[src/rtl/jc_pkg.sv]
package jc_pkg;
  localparam int unsigned SEL_W  = 3;
  localparam int unsigned TEST_N = 1 << SEL_W;
  localparam int unsigned BASE_N = TEST_N / 2;

  // Even codes are the base tests; odd codes are their inverses.
  typedef enum logic [SEL_W-1:0] {
    JT_ZERO   = 3'd0,
    JT_NZERO  = 3'd1,
    JT_POS    = 3'd2,
    JT_NEG    = 3'd3,
    JT_INRNG  = 3'd4,
    JT_OUTRNG = 3'd5,
    JT_DEF    = 3'd6,
    JT_INDEF  = 3'd7
  } jt_sel_e;

  typedef struct packed {
    logic is_zero;  // +0 or -0
    logic sign;
    logic exp_inf;  // effective exponent is the infinite code
    logic exp_ind;  // effective exponent is the indefinite code
  } jt_flags_t;
endpackage

[src/rtl/jc_field_decode.sv]
module jc_field_decode #(
  parameter int unsigned WORD_W = 60,
  parameter int unsigned EXP_W  = 11
) (
  input  logic [WORD_W-1:0]     word,
  output jc_pkg::jt_flags_t     flags
);
  localparam int unsigned SIGN_B  = WORD_W - 1;
  localparam int unsigned EXP_LSB = WORD_W - 1 - EXP_W;
  localparam logic [EXP_W-1:0] EXP_INF = {EXP_W{1'b1}};
  localparam logic [EXP_W-1:0] EXP_IND = {1'b0, {(EXP_W-1){1'b1}}};

  logic [EXP_W-1:0] exp_raw;
  logic [EXP_W-1:0] exp_eff;

  always_comb begin
    exp_raw       = word[SIGN_B-1:EXP_LSB];
    exp_eff       = word[SIGN_B] ? ~exp_raw : exp_raw;
    flags.sign    = word[SIGN_B];
    flags.is_zero = (~|word) | (&word);
    flags.exp_inf = (exp_eff == EXP_INF);
    flags.exp_ind = (exp_eff == EXP_IND);
  end
endmodule

[src/rtl/jc_cond_select.sv]
module jc_cond_select
  import jc_pkg::*;
(
  input  jt_flags_t          flags,
  input  logic [SEL_W-1:0]   sel,
  output logic               take
);
  logic [BASE_N-1:0] base;
  logic [TEST_N-1:0] tests;

  always_comb begin
    base[0] = flags.is_zero;
    base[1] = ~flags.sign;
    base[2] = ~flags.exp_inf;
    base[3] = ~flags.exp_ind;
  end

  for (genvar k = 0; k < BASE_N; k++) begin : g_pair
    assign tests[2*k]   = base[k];
    assign tests[2*k+1] = ~base[k];
  end

  assign take = tests[sel];
endmodule

[src/rtl/jc_eval.sv]
module jc_eval #(
  parameter int unsigned WORD_W = 60,
  parameter int unsigned EXP_W  = 11
) (
  input  logic              clk,
  input  logic              rst,
  input  logic              op_valid,
  input  logic [WORD_W-1:0] op_word,
  input  logic [2:0]        op_sel,
  output logic              res_done,
  output logic              res_take
);
  jc_pkg::jt_flags_t flags;
  logic              take_c;

  jc_field_decode #(.WORD_W(WORD_W), .EXP_W(EXP_W)) u_dec (
    .word  (op_word),
    .flags (flags)
  );

  jc_cond_select u_sel (
    .flags (flags),
    .sel   (op_sel),
    .take  (take_c)
  );

  always_ff @(posedge clk) begin
    if (rst) begin
      res_done <= 1'b0;
      res_take <= 1'b0;
    end else begin
      res_done <= op_valid;
      if (op_valid) res_take <= take_c;
    end
  end
endmodule

[config.mk]
export PLATFORM = sky130hd
export DESIGN_NAME = jc_eval
export DESIGN_NICKNAME = d
export VERILOG_FILES = /design/src/rtl/jc_pkg.sv /design/src/rtl/jc_field_decode.sv /design/src/rtl/jc_cond_select.sv /design/src/rtl/jc_eval.sv
export SDC_FILE = /design/constraint.sdc
export NUM_CORES = 1
export LEC_CHECK = 0
export ABC_AREA = 1
export BUFFER_PORTS_ARGS = -buffer_cell sky130_fd_sc_hd__buf_2
export CAP_MARGIN = 40
export CORE_UTILIZATION = 39
export CTS_CLUSTER_DIAMETER = 80
export DETAILED_ROUTE_END_ITERATION = 10
export PLACE_DENSITY = 0.92
export SETUP_SLACK_MARGIN = 0.05
export SLEW_MARGIN = 20
export SYNTH_ARGS = -nofsm -noshare
export SYNTH_HDL_FRONTEND = slang
export SYNTH_HIERARCHICAL = 1
export SYNTH_SLANG_ARGS = --single-unit
[constraint.sdc]
create_clock -name clk -period 3 [get_ports clk]
set_input_delay 0.6 -clock clk [delete_from_list [all_inputs] [get_ports clk]]
set_output_delay 0.6 -clock clk [all_outputs]
set_load 0.02 [all_outputs]
## After elaboration in Yosys (flattened, before gate mapping)

Index checks and enable logic that the tools add are counted.

- Bits in registers: 2
- Bits of input ports: 66
- Output and inout port bits: 2
- Word-level logic and storage cells: 17

- Order comparisons: 1
- Eq/ne operators: 2
- Multiplexer cells: 3
- Bitwise gates (word level): 6
- Reductions and logical operators: 3

Operators by type and width:

| operator | count |
|---|---|
| $reduce_and A60 Y1 | 1 |
| $reduce_or A60 Y1 | 1 |
| $eq A11 B10 Y1 const B | 1 |
| $eq A11 B11 Y1 const B | 1 |
| $mux W11 | 1 |
| $not A11 Y11 | 1 |
| $lt A3 B4 Y1 const B | 1 |
| $not A1 Y1 | 4 |
| $bmux W1 S3 | 1 |
| $logic_not A1 Y1 | 1 |
| $mux W1 | 1 |
| $or A1 B1 Y1 | 1 |

## Logic depth before layout (Yosys ltp)

- Depth after elaboration: 6
- Mapped depth: 19
- Gate-level depth less buffers: 19

## Modules after synthesis

Netlist, hierarchy kept.

By module, submodules not included:

| module | times used | cells an instance | area an instance (sq um) | sequential area each (sq um) |
|---|---|---|---|---|
| jc_field_decode | 1 | 125 | 523.0 | 0.0 |
| jc_cond_select | 1 | 28 | 105.1 | 0.0 |
| jc_eval | 1 | 10 | 72.6 | 40.0 |

## Least setup slack after synthesis

OpenSTA, ideal clock, no wires.

- Path type: input-to-reg
- Start: input op_word[58]
- End: register res_take
- Library setup time: 0.114 ns
- Data arrival time: 1.633 ns
- Required time: 2.886 ns
- Slack: 1.253 ns
- Stages: 18
- Path buffers: 0
- Path through: inv_1 ha_1 nor3b_1 nand2_1 nor2_1 nand2_1 nand2_1 inv_1 nand2_1 nand2_1 nand2_1 nand2_1 nand2_1 nand2_1 inv_1 nand2_1 nand2_1 nor2_2

RTL lines:

| element | RTL line | RTL |
|---|---|---|
| start, declared | jc_eval.sv:8 | `input logic [WORD_W-1:0] op_word,` |
| end signal, assigned | jc_eval.sv:33 | `if (op_valid) res_take <= take_c;` |
| end, declared | jc_eval.sv:11 | `output logic res_take` |

==> impl_results.md <==
* Hold_sp: res_take
* Cells after Synth at 163
* Die Height at 44.4 µm
* # clock sinks at 2
* Hold Crit Class: reg -> reg
* Die ar. at 0.00197 mm²
* Register area share after synthesis at 5.71%
* Yosys warning total at 6
* Remaining global-route overflow at 0
* Number of max-cap violations at 0
* Int Pwr at 0.121 mW
* TNS Setup at 0 ns
* CTS tree: yes
* Final nets at 302
* Post-route ant nets at 0
* Post-Layout Cell Count at 256
* Slowest cell on the critical path: nor3b_1
* H-tree lvl count at 1
* Core Area at 0.00159 mm²
* Sw frac at 33.6%
* CP cell instances: buf_2 > inv_1 > ha_1 > nor3b_1 > nand2_1 > nor2_1 > nand2_1 > nand2_1 > inv_1 > nand2_1 > nand2_1 > nand2_1 > nand2_1 > nand2_1 > nand2_1 > inv_1 > nand2_1 > nand2_1 > nor2_2
* Flop-to-flop setup slack at 2.43 ns
* CP peak stage delay at 0.17 ns
* Clock power share at 32.0%
* Clock skew at 0 ns
* TritonCTS Buffers at 3
* Root Buffer: clkbuf_4
* Initial antenna violation count at 0
* N_diodes at 0
* Routed Wire Length at 1780 µm
* Die W at 44.4 µm
* Vias in the first global route at 858
* NetSw at 0.0612 mW
* Crit Path Class: in -> reg
* Initial drt markers at 10
* Routability congestion estimate at 0.801
* CP startpoint kind: input pin
* Clock Path Buffers at 2
* Slew Limit Fails at 0
* Cell Pwr Density at 168 mW/mm²
* Fraction of layout cells with a size suffix above 1 at 31.5%
* Worst VDD drop at 124 µV
* Wire per inst at 6.95 µm
* Hold EP: res_take
* Routed via count at 1097
* Largest net degree at the start of global routing at 7
* Post-place setup slack at 1.01 ns
* Placed cell count at 253
* First-pass GRT wire length at 2890 µm
* Synth Cell Area at 701 µm²
* Post-DR vias/cell at 4.29
* Worst R2R Path Depth at 2
* Hold Vio Cnt, Final at 0
* # rows at 14
* IO buf count at 67
* Total Power at 0.182 mW
* Max Freq at 0.573 GHz
* Most frequent CP cell: nand2_1
* Normalized max-slew margin at 86.4%
* GRT Util Overall at 18.6%
* Clock-pin transition on the worst setup and hold timing paths at 0.03 ns
* P_leak at 0.661 nW
* Final setup violation count at 0
* Post CTS Setup Buffer Count at 0
* Run status: finished, final reports clean
* DRC at 0
* Post-Syn Area per Cell at 4.30 µm²
* Yosys cell types at 14
* Sequential Power Share at 16.0%
* Comb pwr share at 52.0%
* Tmin final at 1.74 ns
* Slew @ Worst Pin at 0.204 ns
* Area growth, synth to finish at 54.3%
* Later-pin clock latency in the skew report at 0.22 ns
* Synth Register Bits at 2
* Critical path fanouts, max at 6
* Hold buffers post-CTS at 0
* Hold depth at 2
* Starting density of the core at 44.0%
* Crit path required time at 3.11 ns
* CP Capture Type: register
* Worst Path Arrival at 1.86 ns
* Synth Net Count at 231
* DR pass1 iterations at 4
* Ports at 68
* Final period util at 58.2%
* Setup ws final at 1.26 ns
* R2R Path End: res_take
* Placed wire-length estimate at 1650 µm
* CTS resizes at 0
* Crit Reg-Reg Startpoint: res_take
* RSZ-0062 raised after global routing: no
[cell usage in the layout (no fill, tap or decap)]
master,Yosys,final
a21boi_1,1,1
a21oi_1,1,1
buf_2,0,67
clkbuf_4,0,3
dfxtp_1,2,2
ha_1,2,2
inv_1,23,23
inv_2,1,1
nand2_1,71,71
nand3_1,2,2
nand3b_1,1,1
nand4_1,6,6
nor2_1,49,49
nor2_2,2,2
nor3b_1,1,1
[registers in the layout (all words and copies together), names as in the netlist]
name      cells
res_done      1
res_take      1
[synthesized netlist by cell type]
master / n / area, µm²
a21boi_1: 1 / 7.51
nor2_1: 49 / 184
nand3b_1: 1 / 7.51
buf_4: 1 / 7.51
nand4_1: 6 / 37.5
dfxtp_1: 2 / 40.0
nor3b_1: 1 / 7.51
inv_2: 1 / 3.75
inv_1: 23 / 86.3
a21oi_1: 1 / 5.00
nand3_1: 2 / 10.0
ha_1: 2 / 25.0
nand2_1: 71 / 267
nor2_2: 2 / 12.5
[worst max-delay path by stage]
stage / start / endpoint / slack [ns] / cells after the start
finish: op_word[59] / res_take / 1.26 / 19
global route: op_word[59] / res_take / 1.06 / 19
CTS: op_word[59] / res_take / 1.24 / 19
detailed placement: op_word[59] / res_take / 1.01 / 19
global placement: op_word[59] / res_take / 1.07 / 19
floorplan: op_word[58] / res_take / 1.25 / 18
[metrics by stage]
step	util, %	hold slack [ns]	instance area [µm²]
after floorplan	-	0.586	701
after global placement	66.4	0.469	1060
after detailed placement	66.4	0.475	1060
after CTS	67.8	0.481	1080
after global routing	67.8	0.511	1080
final	67.8	0.478	1080
[routing by layer]
layer	part of all wire, %	wire (µm)	up-vias	global-route usage, %
met1	45	808	424	20.6
met5	0	0	-	0
met2	46	824	49	36.5
met4	0.39	7	0	3.03
met3	7.7	137	2	3.67
li1	-	-	622	-
[worst max-delay path, delay by kind of cell]
kind	cells	cell delay, ns
buffers and inverters	4	0.27
adders and majority gates	1	0.12
and+or+nand+nor	14	0.86
[area by class of cell]
cell class / count / area [µm²]
fillers: 164 / 513
clock buffers: 3 / 22.5
repair buffers: 67 / 335
multi-input cells: 136 / 563
inverters: 24 / 90.1
flip-flops and latches: 2 / 40.0
well taps: 24 / 30.0
[cells by family after synthesis]
| family | synth area share, % |
|---|---|
| AND/OR/NAND/NOR | 75.0 |
| buffers and inverters | 13.9 |
| AO/OA/AOI/OAI | 1.79 |
| adder cells (fa/ha/maj) | 3.57 |
| flip-flops | 5.71 |
[power by group through the flow]
stage	logic (mW)	registers, mW	clock network (mW)
after floorplan	0.0356	0.0317	0
after CTS	0.0956	0.0291	0.0608
after global routing	0.109	0.0291	0.0624
final	0.0947	0.0291	0.0583
after detailed placement	0.0953	0.0294	0
after global placement	0.0932	0.0294	0
(Power assumes the default switching activity.)
